<file path="config.mk">
export PLATFORM = sky130hd
export DESIGN_NAME = vec_issue_unit
export DESIGN_NICKNAME = d
export VERILOG_FILES = /design/src/rtl/vip_pkg.sv /design/src/rtl/vip_mask_gen.sv /design/src/rtl/vip_pick_lowest.sv /design/src/rtl/vip_reg_step.sv /design/src/rtl/vec_issue_unit.sv
export SDC_FILE = /design/constraint.sdc
export NUM_CORES = 1
export LEC_CHECK = 0
export ABC_AREA = 1
export BUFFER_PORTS_ARGS = -buffer_cell sky130_fd_sc_hd__buf_2
export CAP_MARGIN = 20
export CORE_ASPECT_RATIO = 0.8
export CORE_MARGIN = 2
export CORE_UTILIZATION = 54
export CTS_CLUSTER_SIZE = 12
export DETAILED_ROUTE_END_ITERATION = 16
export PLACE_DENSITY_LB_ADDON = 0.08
export SETUP_SLACK_MARGIN = 0.02
export SLEW_MARGIN = 20
export SYNTH_ARGS = -nofsm -noshare
export SYNTH_HDL_FRONTEND = slang
export SYNTH_SLANG_ARGS = --single-unit
</file>
<file path="constraint.sdc">
create_clock -name clk_i -period 2.95 [get_ports clk_i]
set_input_delay 0 -clock clk_i [delete_from_list [all_inputs] [get_ports clk_i]]
set_output_delay 0 -clock clk_i [all_outputs]
set_load 0.01 [all_outputs]
</file>
<file path="src/rtl/vip_pkg.sv">
package vip_pkg;
  typedef enum logic [1:0] {
    ST_IDLE  = 2'd0,
    ST_WAIT  = 2'd1,
    ST_ISSUE = 2'd2
  } vip_state_e;

  localparam int unsigned NUM_OPND = 3;
  localparam int unsigned OPND_RD  = 0;
  localparam int unsigned OPND_RS1 = 1;
  localparam int unsigned OPND_RS2 = 2;
endpackage

</file>
<file path="src/rtl/vip_mask_gen.sv">
module vip_mask_gen #(
  parameter int unsigned XLEN = 8,
  parameter int unsigned VL_W = 4
) (
  input  logic [XLEN-1:0] pred_i,
  input  logic [VL_W-1:0] vl_i,
  output logic [XLEN-1:0] mask_o
);
  logic [XLEN-1:0] len_mask;

  for (genvar i = 0; i < XLEN; i++) begin : g_len
    assign len_mask[i] = (VL_W'(i) < vl_i);
  end

  assign mask_o = pred_i & len_mask;
endmodule

</file>
<file path="src/rtl/vip_pick_lowest.sv">
module vip_pick_lowest #(
  parameter int unsigned XLEN  = 8,
  parameter int unsigned IDX_W = 3
) (
  input  logic [XLEN-1:0]  mask_i,
  output logic             any_o,
  output logic [IDX_W-1:0] idx_o
);
  always_comb begin
    idx_o = '0;
    for (int i = XLEN - 1; i >= 0; i--) begin
      if (mask_i[i]) idx_o = IDX_W'(i);
    end
  end

  assign any_o = |mask_i;
endmodule

</file>
<file path="src/rtl/vip_reg_step.sv">
module vip_reg_step #(
  parameter int unsigned REG_W = 5,
  parameter int unsigned IDX_W = 3
) (
  input  logic [REG_W-1:0] base_i,
  input  logic             vec_i,
  input  logic [IDX_W-1:0] idx_i,
  output logic [REG_W-1:0] reg_o
);
  logic [REG_W-1:0] offs;

  if (IDX_W >= REG_W) begin : g_trunc
    assign offs = idx_i[REG_W-1:0];
  end else begin : g_ext
    assign offs = {{(REG_W-IDX_W){1'b0}}, idx_i};
  end

  // wraps modulo the register count
  assign reg_o = vec_i ? base_i + offs : base_i;
endmodule

</file>
<file path="src/rtl/vec_issue_unit.sv">
module vec_issue_unit
  import vip_pkg::*;
#(
  parameter int unsigned REG_W = 5,
  parameter int unsigned XLEN  = 8,
  parameter int unsigned OP_W  = 7,
  localparam int unsigned NREG  = 1 << REG_W,
  localparam int unsigned VL_W  = $clog2(XLEN + 1),
  localparam int unsigned IDX_W = (XLEN > 1) ? $clog2(XLEN) : 1
) (
  input  logic             clk_i,
  input  logic             rst_ni,
  input  logic             dec_valid_i,
  input  logic [OP_W-1:0]  dec_op_i,
  input  logic [REG_W-1:0] dec_rd_i,
  input  logic [REG_W-1:0] dec_rs1_i,
  input  logic [REG_W-1:0] dec_rs2_i,
  input  logic [REG_W-1:0] pred_reg_i,
  input  logic [VL_W-1:0]  vl_i,
  input  logic [NREG-1:0]  vec_tag_i,
  input  logic [NREG-1:0]  pend_wr_i,
  output logic [REG_W-1:0] pred_raddr_o,
  input  logic [XLEN-1:0]  pred_rdata_i,
  input  logic             fifo_full_i,
  output logic             push_o,
  output logic [OP_W-1:0]  push_op_o,
  output logic [REG_W-1:0] push_rd_o,
  output logic [REG_W-1:0] push_rs1_o,
  output logic [REG_W-1:0] push_rs2_o,
  output logic [IDX_W-1:0] push_idx_o,
  output logic             stall_o,
  output logic             done_o
);
  vip_state_e       state_q, state_d;
  logic [OP_W-1:0]  op_q;
  logic [REG_W-1:0] base_q [NUM_OPND];
  logic [REG_W-1:0] base_in [NUM_OPND];
  logic [REG_W-1:0] step_reg [NUM_OPND];
  logic [NUM_OPND-1:0] tag_q;
  logic [REG_W-1:0] preg_q;
  logic [VL_W-1:0]  vl_q;
  logic [XLEN-1:0]  mask_q, mask_init;
  logic             any_left;
  logic [IDX_W-1:0] cur_idx;
  logic             pred_busy;
  logic             accept;

  assign base_in[OPND_RD]  = dec_rd_i;
  assign base_in[OPND_RS1] = dec_rs1_i;
  assign base_in[OPND_RS2] = dec_rs2_i;

  assign accept    = (state_q == ST_IDLE) && dec_valid_i;
  assign pred_busy = pend_wr_i[preg_q];

  vip_mask_gen #(.XLEN(XLEN), .VL_W(VL_W)) u_mask (
    .pred_i (pred_rdata_i),
    .vl_i   (vl_q),
    .mask_o (mask_init)
  );

  vip_pick_lowest #(.XLEN(XLEN), .IDX_W(IDX_W)) u_pick (
    .mask_i (mask_q),
    .any_o  (any_left),
    .idx_o  (cur_idx)
  );

  for (genvar k = 0; k < NUM_OPND; k++) begin : g_opnd
    vip_reg_step #(.REG_W(REG_W), .IDX_W(IDX_W)) u_step (
      .base_i (base_q[k]),
      .vec_i  (tag_q[k]),
      .idx_i  (cur_idx),
      .reg_o  (step_reg[k])
    );
  end

  always_comb begin
    state_d = state_q;
    unique case (state_q)
      ST_IDLE:  if (dec_valid_i) state_d = ST_WAIT;
      ST_WAIT:  if (!pred_busy) state_d = ST_ISSUE;
      ST_ISSUE: if (!any_left) state_d = ST_IDLE;
      default:  state_d = ST_IDLE;
    endcase
  end

  always_ff @(posedge clk_i or negedge rst_ni) begin
    if (!rst_ni) begin
      state_q <= ST_IDLE;
      op_q    <= '0;
      tag_q   <= '0;
      preg_q  <= '0;
      vl_q    <= '0;
      mask_q  <= '0;
      for (int k = 0; k < NUM_OPND; k++) base_q[k] <= '0;
    end else begin
      state_q <= state_d;
      if (accept) begin
        op_q   <= dec_op_i;
        preg_q <= pred_reg_i;
        vl_q   <= vl_i;
        for (int k = 0; k < NUM_OPND; k++) begin
          base_q[k] <= base_in[k];
          tag_q[k]  <= vec_tag_i[base_in[k]];
        end
      end
      if (state_q == ST_WAIT && !pred_busy) begin
        mask_q <= mask_init;
      end else if (push_o) begin
        mask_q[cur_idx] <= 1'b0;
      end
    end
  end

  assign pred_raddr_o = preg_q;
  assign push_o      = (state_q == ST_ISSUE) && any_left && !fifo_full_i;
  assign push_op_o   = op_q;
  assign push_rd_o   = step_reg[OPND_RD];
  assign push_rs1_o  = step_reg[OPND_RS1];
  assign push_rs2_o  = step_reg[OPND_RS2];
  assign push_idx_o  = cur_idx;
  assign done_o      = (state_q == ST_ISSUE) && !any_left;
  assign stall_o     = ((state_q == ST_WAIT) && pred_busy) ||
                       ((state_q == ST_ISSUE) && any_left && fifo_full_i);


  no_push_full_chk: assert property (@(posedge clk_i) disable iff (!rst_ni)
    push_o |-> !fifo_full_i);


  hold_when_full_chk: assert property (@(posedge clk_i) disable iff (!rst_ni)
    (state_q == ST_ISSUE && any_left && fifo_full_i) |=> $stable(mask_q));


  no_push_stall_chk: assert property (@(posedge clk_i) disable iff (!rst_ni)
    !(push_o && stall_o));


  hazard_wait_chk: assert property (@(posedge clk_i) disable iff (!rst_ni)
    (state_q == ST_WAIT && pred_busy) |=> (state_q == ST_WAIT));


  idx_in_len_chk: assert property (@(posedge clk_i) disable iff (!rst_ni)
    push_o |-> ({{(32-IDX_W){1'b0}}, push_idx_o} < {{(32-VL_W){1'b0}}, vl_q}));


  done_pulse_chk: assert property (@(posedge clk_i) disable iff (!rst_ni)
    done_o |=> !done_o);


  done_no_push_chk: assert property (@(posedge clk_i) disable iff (!rst_ni)
    done_o |-> !push_o);
endmodule

</file>
## Word level (Yosys, flattened, before mapping)

Index checks and enable logic that the tools add are counted.

| word-level totals | value |
|---|---|
| register bits | 44 |
| latch bits | 0 |
| bits in writable memories | 0 |
| memory bits (read-only) | 0 |
| bits of input ports | 107 |
| logic and storage cells | 77 |
| memories | 0 |

| cells by class | value |
|---|---|
| $add $sub $neg | 3 |
| multipliers | 0 |
| div/mod/pow operators | 0 |
| magnitude comparators | 14 |
| equal/unequal tests | 5 |
| shift operators | 0 |
| multiplexer cells | 27 |
| bitwise logic cells | 3 |
| reductions and logical operators | 16 |

Operator list:

| cell | number |
|---|---|
| 5-bit by 6-bit less-than comparator with 1-bit output (second input constant) | 4 |
| 3-bit 2-to-1 mux | 8 |
| 1-bit binary-select mux with 5-bit select | 4 |
| 8-bit bitwise AND | 2 |
| 3-bit by 4-bit less-than comparator with 1-bit output (first input constant) | 4 |
| 8-bit 2-to-1 mux | 2 |
| 5-bit by 3-bit adder with 5-bit output | 3 |
| 5-bit 2-to-1 mux | 3 |
| 1-bit logical AND | 8 |
| 1-bit by 4-bit less-than comparator with 1-bit output (first input constant) | 2 |
| 2-bit by 4-bit less-than comparator with 1-bit output (first input constant) | 2 |
| 8-bit inverter | 1 |
| 8-bit OR reduction | 1 |
| 2-bit 2-to-1 mux | 3 |
| 2-bit != test (second input constant) | 3 |
| 2-bit one-hot mux with 3 select lines | 1 |
| 1-bit 2-to-1 mux | 5 |
| 3-bit by 4-bit less-than comparator with 1-bit output (second input constant) | 1 |
| 1-bit demux with 3-bit select | 1 |
| 3-bit by 1-bit greater-or-equal comparator with 1-bit output (second input constant) | 1 |
| 1-bit zero test | 3 |
| 3-bit AND reduction | 1 |
| 2-bit by 1-bit == test with 1-bit output (second input constant) | 1 |
| 2-bit == test (second input constant) | 1 |
| 3 further kinds | 3 |

## Depth between registers and ports, before layout

| depth | value |
|---|---|
| word-level depth | 16 |
| gate-level depth with buffers | 18 |
| gate-level depth less buffers | 18 |

## Hierarchy

Synthesis repeated with hierarchy kept, for this count alone.

| unflattened totals | value |
|---|---|
| cells, all modules | 627 |
| area, all modules | 3,851.2 µm² |

By module, submodules not included:

| module | times used | cells each | area an instance (µm²) | sequential area each (µm²) |
|---|---|---|---|---|
| vec_issue_unit | 1 | 467 | 3,062.9 | 1,101.1 |
| vip_reg_step | 3 | 37 | 191.4 | 0.0 |
| vip_mask_gen | 1 | 27 | 115.1 | 0.0 |
| vip_pick_lowest | 1 | 22 | 98.8 | 0.0 |

## Worst setup path after synthesis

OpenSTA, ideal clock, no wires.

| timing | value |
|---|---|
| path type | reg-to-output |
| start point | register mask_q[6] |
| end point | output push_rs1_o[4] |
| arrival | 2.210 ns |
| setup slack | 0.740 ns |
| stages on the path, launching flop included | 17 |
| path buffers | 0 |
| path through | dfrtp_1 -> inv_1 -> nand2_1 -> nand2_1 -> nand2_1 -> nand2_1 -> nand2_1 -> nand2_1 -> nand2_1 -> inv_1 -> ha_1 -> inv_1 -> fa_1 -> or2_2 -> nand2_1 -> nand3_1 -> xor2_1 |

| between the ends | value |
|---|---|
| word-level cells in the longest chain between the ends | 9 |

Ends and longest elaborated chain:

| element | RTL line | source |
|---|---|---|
| start, declared | vec_issue_unit.sv:42 | `logic [XLEN-1:0] mask_q, mask_init;` |
| start signal, assigned | vec_issue_unit.sv:107 | `mask_q <= mask_init;` |
| 3-bit 2-to-1 mux (7 in series) | vip_pick_lowest.sv:12 | `if (mask_i[i]) idx_o = IDX_W'(i);` |
| net push_idx_o[0] | vec_issue_unit.sv:30 | `output logic [IDX_W-1:0] push_idx_o,` |
| 5-bit by 3-bit adder with 5-bit output | vip_reg_step.sv:19 | `assign reg_o = vec_i ? base_i + offs : base_i;` |
| 5-bit 2-to-1 mux | vip_reg_step.sv:19 |  |
| end, declared | vec_issue_unit.sv:28 | `output logic [REG_W-1:0] push_rs1_o,` |

The timed path passes the listed nets, and every way through them passes these cells.

## Final worst setup path

| timing | value |
|---|---|
| start point | register mask_q[5] |
| end point | output push_rs1_o[4] |

| between the ends | value |
|---|---|
| word-level cells in the longest chain between the ends | 8 |

Ends and longest elaborated chain:

| element | RTL line |
|---|---|
| 3-bit 2-to-1 mux (6 in series) | vip_pick_lowest.sv:12 |
| 5-bit by 3-bit adder with 5-bit output | vip_reg_step.sv:19 |
| 5-bit 2-to-1 mux | vip_reg_step.sv:19 |

No other way between the ends.

==> flow_metrics.py <==
metrics = {
    "grt": {
        "grt_use_total": 0.301,
        "grt_pass1_wl_um": 18100,
        "antenna_found_initial": 0,
        "gr-total-overflow": 0,
        "grt_pass1_vias": 3922,
        "grt_start_max_net_pins": 61,
    },
    "drt": {
        "highest_layer": "met4",
        "wl_met2_um": 5190,
        "drc": 0,
        "wire_per_inst_um": 13.5,
        "vias": 4396,
        "wl_met3_um": 870,
        "wirelength_um": 11000,
        "vias_per_cell": 5.37,
        "drt_iter0_markers": 249,
        "drt-met1-wl_um": 4880,
        "ant_nets": 0,
        "first_pass_iters": 5,
    },
    "sta": {
        "min_period_ns": 2.68,
        "hold_viol_final": 1,
        "timing_max_transition_violations_final": 0,
        "setup_tns_ns": 0,
        "rsz0062_at_grt": "no",
        "fmax_mhz": 374,
        "worst_pin_slew_ns": 0.582,
        "timing.hold.ws_ns": -0.00238,
        "finalSetupViolCount": 0,
        "finalCritPeriodShare": 0.908,
        "skew_ns": 0.00682,
        "max_slew_margin": 0.612,
    },
    "run_status": {
        "violations": "hold timing",
        "outcome": "complete, but fails checks",
    },
    "setup_path": {
        "crit_type": "reg2out",
        "cp-start-kind": "flop",
        "cp.required_ns": 2.95,
        "crit_slowest_cell": "fa_1",
        "worstPathMaxFanout": 6,
        "cpPeakStageDelay_ns": 0.45,
        "critPathCaptureType": "primary output",
        "cp.arrival_ns": 2.68,
        "cp_cell_sequence": "nor2_1 > o21ai_0 > a21oi_2 > inv_1 > fa_1 > or2_2 > nand2_1 > nand3_1 > xor2_1 > buf_2",
    },
    "floorplan": {
        "die_h_um": 78.0,
        "die_x_um": 96.5,
        "core_area_mm2": 0.00651,
        "dieArea_mm2": 0.00752,
        "rows": 26,
        "num_io_pins": 140,
        "start_util": 0.568,
    },
    "hold_path": {
        "hold_path_class": "in2reg",
    },
    "clock_network": {
        "cts_max_level": 2,
        "cts_tree": "built",
        "clockBufferDepth": 2,
        "clk_latency_ns": 0.30,
        "cts_buffers": 5,
        "cts_num_sinks": 44,
        "clock-root-buffer": "clkbuf_8",
        "cts.clk_slew.worst_paths_ns": 0.09,
        "post-cts-setup-buffers": 0,
    },
    "finish": {
        "drive_gt1_frac": 0.226,
        "instances_no_fill": 818,
        "diodes": 0,
        "final_nets": 850,
        "final_area_mm2": 0.00465,
        "num-fill-cells": 567,
        "area_growth_pct": 25.7,
    },
    "yosys": {
        "synth.cell_area_mm2": 0.00369,
        "synth_edf_count": 0,
        "ys_ff_latch": 44,
        "syn_avg_cell_area_um2": 6.22,
        "ys_types": 30,
        "ys.flop_type": "dfrtp_1",
        "ys.warnings.count": 0,
        "postSynthCellCount": 594,
        "syn-num-nets": 711,
        "synthArstFlopShare": 1.00,
        "ys_seq_area_frac": 0.298,
    },
    "pwr": {
        "ir_drop_uv": 583,
        "p_leak_nw": 2.58,
        "power_density_mw_per_mm2": 850,
    },
    "placed_design": {
        "io_buffers": 139,
        "post-dp-hpwl_um": 8330,
        "place_inst": 792,
        "place_area_mm2": 0.00436,
        "routabilityCongestion": 1.05,
    },
    "run": {
        "maxCapViolCount": 0,
    },
}
## placed cells by master, fill, tap and decap left out, types with 2 or more instances in the layout
master,netlist,layout
buf_2,8,138
mux2_2,9,9
nand4_1,2,2
a21boi_0,3,3
dlygate4sd3_1,0,18
nor2_1,30,30
nor3_1,3,3
dfrtp_1,44,44
inv_1,66,65
nand2_2,4,4
inv_2,1,2
nand2_1,198,197
o211ai_1,12,12
ha_1,9,9
a21oi_1,37,37
o21ai_0,37,37
nand3_1,100,100
nand3b_1,2,2
clkbuf_8,0,6
clkinv_1,3,3
## registers in the layout (all words and copies together), names as in the netlist
signal / flops
base_q: 15
mask_q: 8
push_op_o: 7
pred_raddr_o: 5
vl_q: 4
tag_q: 3
state_q: 2
## cells in the mapped netlist, drive strengths merged (2+ instances only)
cell / instances / area (um^2)
nor3: 3 / 15.0
o211ai: 12 / 90.1
buf: 15 / 96.3
ha: 9 / 113
nand4: 2 / 12.5
a21boi: 3 / 22.5
inv: 68 / 258
nor2: 31 / 119
nand2: 202 / 768
clkinv: 3 / 11.3
clkbuf: 10 / 37.5
nand3: 100 / 500
nand3b: 2 / 15.0
o21ai: 38 / 190
mux2: 9 / 101
dfrtp: 44 / 1100
a21oi: 38 / 194
## timing repair
item / in CTS / in global routing
setup endpoints to repair: 0 / 1
hold buffers: 18 / 0
gates resized for setup: 0 / 1
endpoints found under the hold margin: 62 / 0
## final cells by class
| type | instances | area [um^2] | area share |
|---|---|---|---|
| sequential | 44 | 1100 | 0.237 |
| tap | 84 | 105 | 0.0226 |
| clock buffer | 7 | 86.3 | 0.0186 |
| multi-input combinational | 454 | 2200 | 0.473 |
| timing repair buffer | 157 | 878 | 0.189 |
| clock inverter | 1 | 7.51 | 0.00162 |
| inverter | 71 | 269 | 0.0579 |
## kinds of logic (layout without fill, tap and decap cells)
group,Yosys count,count (layout),synth area share
compound gates,92,92,0.136
mux,9,9,0.0274
fa+ha+maj,10,10,0.0359
xor+xnor,2,2,0.00474
flops,44,44,0.298
simple gates,341,341,0.389
buf+inv,96,236,0.109
## metrics by stage
step / setup WS, ns / util / power, mW
global route: 0.0750 / 0.714 / 4.36
CTS: 0.216 / 0.713 / 3.92
floorplan: 0.740 / - / 2.80
detailed placement: 0.558 / 0.671 / 3.49
finish: 0.273 / 0.714 / 3.95
global placement: 0.601 / 0.671 / 3.42
## power by group
group          leakage [nW]  switching (mW)  internal, mW  total (mW)
clock network        0.0445           0.213         0.191       0.404
logic                  2.01            1.48         0.892        2.37
registers             0.528           0.287         0.889        1.18
## routing by layer
layer,GRT usage,up-vias
met5,0,-
met4,0.0634,0
met3,0.0456,11
met2,0.489,198
met1,0.424,1984
li1,-,2203
## critical path, delay by kind of cell (launching register included)
family,cells,cell delay (ns)
xor+xnor,1,0.14
fa+ha+maj,1,0.45
simple gates,4,0.57
compound gates,2,0.53
buf+inv,2,0.30
flops,1,0.39
## final timing paths
kind	start	end	slack, ns	cells past startpoint
worst max-delay path	mask_q[5]$_DFFE_PN0P_	push_rs1_o[4]	0.27	10
worst min-delay path	dec_rs2_i[4]	base_q[4]$_DFFE_PN0P_	-0.002	3
worst max register to register	pred_raddr_o[0]$_DFFE_PN0P_	mask_q[6]$_DFFE_PN0P_	0.85	11
worst min register to register	push_op_o[0]$_DFFE_PN0P_	push_op_o[0]$_DFFE_PN0P_	0.52	1
max in group asynchronous	rst_ni	base_q[3]$_DFFE_PN0P_	2.33	2
min in group asynchronous	rst_ni	pred_raddr_o[3]$_DFFE_PN0P_	0.23	2
Note: power is estimated with default switching activity, not from simulation.
